===== config.mk =====
export PLATFORM = sky130hd
export DESIGN_NAME = ep_irq_ctrl
export DESIGN_NICKNAME = d
export VERILOG_FILES = /design/src/rtl/ep_irq_pkg.sv /design/src/rtl/ep_flag_bank.sv /design/src/rtl/ep_enable_reg.sv /design/src/rtl/ep_irq_combiner.sv /design/src/rtl/ep_irq_ctrl.sv
export SDC_FILE = /design/constraint.sdc
export NUM_CORES = 1
export LEC_CHECK = 0
export BUFFER_PORTS_ARGS = -buffer_cell sky130_fd_sc_hd__buf_2
export CORE_MARGIN = 4
export CORE_UTILIZATION = 46
export CTS_CLUSTER_DIAMETER = 30
export DETAILED_ROUTE_END_ITERATION = 8
export PLACE_DENSITY = 0.76
export SLEW_MARGIN = 20
export SYNTH_ARGS = -nofsm -noshare
export SYNTH_HDL_FRONTEND = slang
export SYNTH_SLANG_ARGS = --single-unit

===== constraint.sdc =====
create_clock -name clk -period 1 [get_ports clk]
set_input_delay 0.2 -clock clk [delete_from_list [all_inputs] [get_ports clk]]
set_output_delay 0.2 -clock clk [all_outputs]
set_load 0.01 [all_outputs]

===== src/rtl/ep_irq_pkg.sv =====
package ep_irq_pkg;
    localparam int REG_W = 8;

    // flag positions
    localparam int BIT_TXRDY  = 0;
    localparam int BIT_STALL  = 1;
    localparam int BIT_RXOUT  = 2;
    localparam int BIT_SETUP  = 3;
    localparam int BIT_NAKOUT = 4;
    localparam int BIT_UNF    = 5;
    localparam int BIT_NAKIN  = 6;
    localparam int BIT_OVF    = 7;

    // enable positions that differ from the flag positions
    localparam int EN_RSVD = 5;
    localparam int EN_FLOW = 7;

    localparam logic [REG_W-1:0] EN_RSVD_MASK = REG_W'(1) << EN_RSVD;

    typedef struct packed {
        logic [REG_W-1:0] flags;
        logic             kill;
    } flag_state_t;

    typedef struct packed {
        logic [REG_W-1:0] en;
    } en_state_t;

    typedef struct packed {
        logic irq;
    } irq_state_t;
endpackage


===== src/rtl/ep_flag_bank.sv =====
module ep_flag_bank
    import ep_irq_pkg::*;
(
    input  logic             clk,
    input  logic             rst_n,
    input  logic [REG_W-1:0] hw_evt,
    input  logic             wr_flags,
    input  logic [REG_W-1:0] wr_data,
    input  logic             dir_in,
    output logic [REG_W-1:0] flags_q,
    output logic             kill_q
);
    flag_state_t state_d, state_q;
    logic [REG_W-1:0] clr_allow;
    logic [REG_W-1:0] clr_mask;

    // The OUT-received position is protected from clearing in IN mode.
    for (genvar g = 0; g < REG_W; g++) begin : g_allow
        if (g == BIT_RXOUT) begin : g_shared
            assign clr_allow[g] = ~dir_in;
        end else begin : g_plain
            assign clr_allow[g] = 1'b1;
        end
    end

    always_comb begin
        state_d      = state_q;
        state_d.kill = 1'b0;
        clr_mask     = '0;
        if (wr_flags) begin
            clr_mask = ~wr_data & clr_allow;
        end
        // a set event outranks a clear in the same cycle
        state_d.flags = hw_evt | (state_q.flags & ~clr_mask);
        if (wr_flags && dir_in && wr_data[BIT_RXOUT]) begin
            state_d.kill = 1'b1;
        end
    end

    always_ff @(posedge clk or negedge rst_n) begin
        if (!rst_n) begin
            state_q <= '0;
        end else begin
            state_q <= state_d;
        end
    end

    assign flags_q = state_q.flags;
    assign kill_q  = state_q.kill;
endmodule


===== src/rtl/ep_enable_reg.sv =====
module ep_enable_reg
    import ep_irq_pkg::*;
(
    input  logic             clk,
    input  logic             rst_n,
    input  logic             wr_en_reg,
    input  logic [REG_W-1:0] wr_data,
    output logic [REG_W-1:0] en_q
);
    en_state_t state_d, state_q;

    always_comb begin
        state_d = state_q;
        if (wr_en_reg) begin
            state_d.en = wr_data & ~EN_RSVD_MASK;
        end
    end

    always_ff @(posedge clk or negedge rst_n) begin
        if (!rst_n) begin
            state_q <= '0;
        end else begin
            state_q <= state_d;
        end
    end

    assign en_q = state_q.en;
endmodule


===== src/rtl/ep_irq_combiner.sv =====
module ep_irq_combiner
    import ep_irq_pkg::*;
(
    input  logic             clk,
    input  logic             rst_n,
    input  logic             glob_ie,
    input  logic [REG_W-1:0] flags,
    input  logic [REG_W-1:0] en,
    output logic             irq_q
);
    irq_state_t state_d, state_q;
    logic [REG_W-1:0] en_mask;

    // Map each flag onto its enable; the underflow flag shares the flow-error enable.
    for (genvar g = 0; g < REG_W; g++) begin : g_map
        if (g == BIT_UNF) begin : g_flow
            assign en_mask[g] = en[EN_FLOW];
        end else begin : g_direct
            assign en_mask[g] = en[g];
        end
    end

    always_comb begin
        state_d     = state_q;
        state_d.irq = glob_ie & (|(flags & en_mask));
    end

    always_ff @(posedge clk or negedge rst_n) begin
        if (!rst_n) begin
            state_q <= '0;
        end else begin
            state_q <= state_d;
        end
    end

    assign irq_q = state_q.irq;
endmodule


===== src/rtl/ep_irq_ctrl.sv =====
module ep_irq_ctrl
    import ep_irq_pkg::*;
(
    input  logic             clk,
    input  logic             rst_n,
    input  logic             glob_ie,
    input  logic             dir_in,
    input  logic [REG_W-1:0] hw_evt,
    input  logic             reg_wr,
    input  logic             reg_sel,
    input  logic [REG_W-1:0] reg_wdata,
    output logic [REG_W-1:0] reg_rdata,
    output logic             ep_irq,
    output logic             kill_bank
);
    logic [REG_W-1:0] flags_q;
    logic [REG_W-1:0] en_q;
    logic             wr_flags;
    logic             wr_en_reg;

    assign wr_flags  = reg_wr & ~reg_sel;
    assign wr_en_reg = reg_wr &  reg_sel;

    ep_flag_bank u_flags (
        .clk      (clk),
        .rst_n    (rst_n),
        .hw_evt   (hw_evt),
        .wr_flags (wr_flags),
        .wr_data  (reg_wdata),
        .dir_in   (dir_in),
        .flags_q  (flags_q),
        .kill_q   (kill_bank)
    );

    ep_enable_reg u_en (
        .clk       (clk),
        .rst_n     (rst_n),
        .wr_en_reg (wr_en_reg),
        .wr_data   (reg_wdata),
        .en_q      (en_q)
    );

    ep_irq_combiner u_irq (
        .clk     (clk),
        .rst_n   (rst_n),
        .glob_ie (glob_ie),
        .flags   (flags_q),
        .en      (en_q),
        .irq_q   (ep_irq)
    );

    assign reg_rdata = reg_sel ? en_q : flags_q;
endmodule


==> results.md <==
* Place WS at -0.182 ns
* Post-synth top area cell: dfrtp_1
* Final Hold Fails at 0
* Placed insts at 109
* Failing checks: negative setup slack
* Initial antenna violation count at 0
* Vias/cell at just over 5
* Core area at roughly 1600 um2
* Slack of the critical path at -0.291 ns
* Peak Freq at between 0.7 and 0.8 GHz
* Endpoint type of the worst setup path: output pin
* Row Count at 14
* Sequential share of the synthesized area at 0.534
* DRT Wirelength at 1.80 mm
* Synth Instances at 58
* Ys Warns at 0
* CTS buffer count at 3
* Port buffer count at 31
* Final setup vio count at 9
* DRT iter0 DRCs at 3
* Worst EP arrival at between 1 and 1.5 ns
* Area Growth Syn to Fin at 52.7%
* Cell Area, Synth at roughly 800 um2
* Cells on Worst Hold Path at 2
* Register bit total from synthesis at 17
* Layout Skew at roughly 0.0047 ns
* Filler cells at between 100 and 150
* Final period utilization at 1.29
* Ports at 32
* CTS tree: done
* DRC at 0
* Leak at 0.000582 uW
* Ant. Diodes at 0
* Die Wd at 49.6 um
* Placed cell areas at roughly 1000 um2
* Hold Crit Class: primary input to register
* Commonest non-fill, non-tap cell in the layout: buf_2
* PD cells at approximately 1300 nW/um2
* Syn Area/Cell at approximately 14 um2
* First-pass GRT wire length at 3.13 mm
* Area share of the largest cell type after synthesis at 0.534
* Post-route minimum period at roughly 1.3 ns
* H-tree depth at 1
* Synth Net Count at 80
* CTS clk-pin slew, worst paths at ~0.09 ns
* Full die area at approximately 2500 um2
* Share of cells above drive strength 1 at 0.645
* Global Route Usage Sum at 0.170
* First-pass iteration count of the detailed router at 2
* Global route overflow at 0
* Peak supply drop at slightly above 1 mV
* Number of global-route vias before repair at just over 700
* R2R depth at 4
* Slew headroom at 0.745
* CP startpoint kind: register
* Synth area leaders: dfrtp_1 (53%), mux2_2 (20%), or3b_1 (7.7%)
* Pin count of the biggest net entering global routing at 18
* Max-Cap Viols at 0
* Routed length per placed instance at ~14 um
* DIE HEIGHT at between 40 and 50 um
* DR vias at 646
* Root buffer cell: clkbuf_4
* Initial Utilization at 0.506
* Commonest cells after routing, fill and taps aside: buf_2 (24), buf_4 (18), dfrtp_1 (17), a21o_1 (8), mux2_2 (8)
* Final slew viol count at 0
* RSZ-0062 raised after global routing: true
* Outcome: complete, but fails checks
* Post-route cell area at 1220 um2
* CP required at ~0.80 ns
* Clock Latency Late Sink at around 0.29 ns
* Largest fanout on the critical path at 3
* Nets at between 100 and 150
* Worst Max-Slew Pin Slew at between 0.3 and 0.4 ns
* Crit Path Category: register to output pin
* Global placement routability congestion at between 0.7 and 0.8
* Unique masters post-synth at 13
* Antenna-violating nets left at 0
* Deepest clock path buffer count at 2
* Layout Cells excl Fill at 126
* Clk sinks at 17
-- final cells by class --
type	instances	area [um2]	area share
Clock buffer	4	26.3	0.0216
Multi-Input combinational cell	38	398	0.327
Tap cell	16	20.0	0.0164
Inverter	1	3.75	0.00308
Sequential cell	17	425	0.349
Timing Repair Buffer	50	344	0.283
-- synthesized netlist by cell type (all sizes together) --
cell type	number
a21o	8
a22oi	3
a41oi	1
and4b	1
buf	2
dfrtp	17
inv	1
mux2	14
nand2	1
nor2b	1
o21ai	1
or3b	7
or4b	1
-- stage by stage --
step,power (uW),hold WS (ns),utilization,TNS (ns)
after CTS,1590,0.0737,0.737,-2.20
after global routing,1740,0.0654,0.772,-2.73
after floorplan,961,-0.0956,-,0
after detailed placement,1110,0.142,0.636,-3.08
final,1610,0.0808,0.772,-2.10
after global placement,1100,0.143,0.636,-2.93
-- final timing paths --
kind | startpoint | endpoint | slack (ns)
setup / recovery | u_en.en_q[3]$_DFFE_PN0P_ | reg_rdata[3] | -0.29
hold / removal | hw_evt[7] | u_flags.flags_q[7]$_DFF_PN0_ | 0.08
setup reg to reg | u_flags.flags_q[1]$_DFF_PN0_ | u_irq.irq_q$_DFF_PN0_ | -0.01
hold reg to reg | u_en.en_q[7]$_DFFE_PN0P_ | u_en.en_q[7]$_DFFE_PN0P_ | 0.56
max in group asynchronous | rst_n | u_flags.flags_q[3]$_DFF_PN0_ | 0.37
min in group asynchronous | rst_n | u_en.en_q[6]$_DFFE_PN0P_ | 0.36
-- state kept, by name, summed over array words and instances, names as in the netlist --
register / flops
u_flags.flags_q: 8
u_flags.kill_q: 1
u_irq.irq_q: 1
u_en.en_q: 7
-- kinds of logic (layout without fill, tap and decap cells) --
logic type / after synthesis / count (layout) / synth area share
compound gates: 13 / 13 / 0.121
simple gates: 11 / 11 / 0.124
buf+inv: 3 / 55 / 0.0235
mux: 14 / 14 / 0.198
flops: 17 / 17 / 0.534
-- routing by layer --
metal / part of all wire / routed length [um] / global-route usage
met3: 0.051 / 92 / 0.0392
met2: 0.51 / 916 / 0.289
met1: 0.43 / 766 / 0.199
met4: 0.015 / 27 / 0.0829
met5: 0 / 0 / 0
-- repair_timing --
item / 4_1_cts / 5_1_grt
resized for setup: 10 / 8
pin swaps: 0 / 2
endpoints found under the setup margin: 9 / 11
hold buffers: 1 / 0
hold endpoints to repair: 17 / 0
buffers inserted: 9 / 3
-- where the power goes --
| part | leakage, uW | internal (uW) | switching (uW) |
|---|---|---|---|
| clock network | 0.0000150 | 155 | 204 |
| registers | 0.000183 | 748 | 37.0 |
| logic | 0.000384 | 295 | 173 |
-- worst max-delay path: stages, from the launching register on --
cell and delay [ns]:
dfrtp_1 0.41, mux2_4 0.27, buf_6 0.12
No activity file was read; power rests on OpenSTA's default activity.
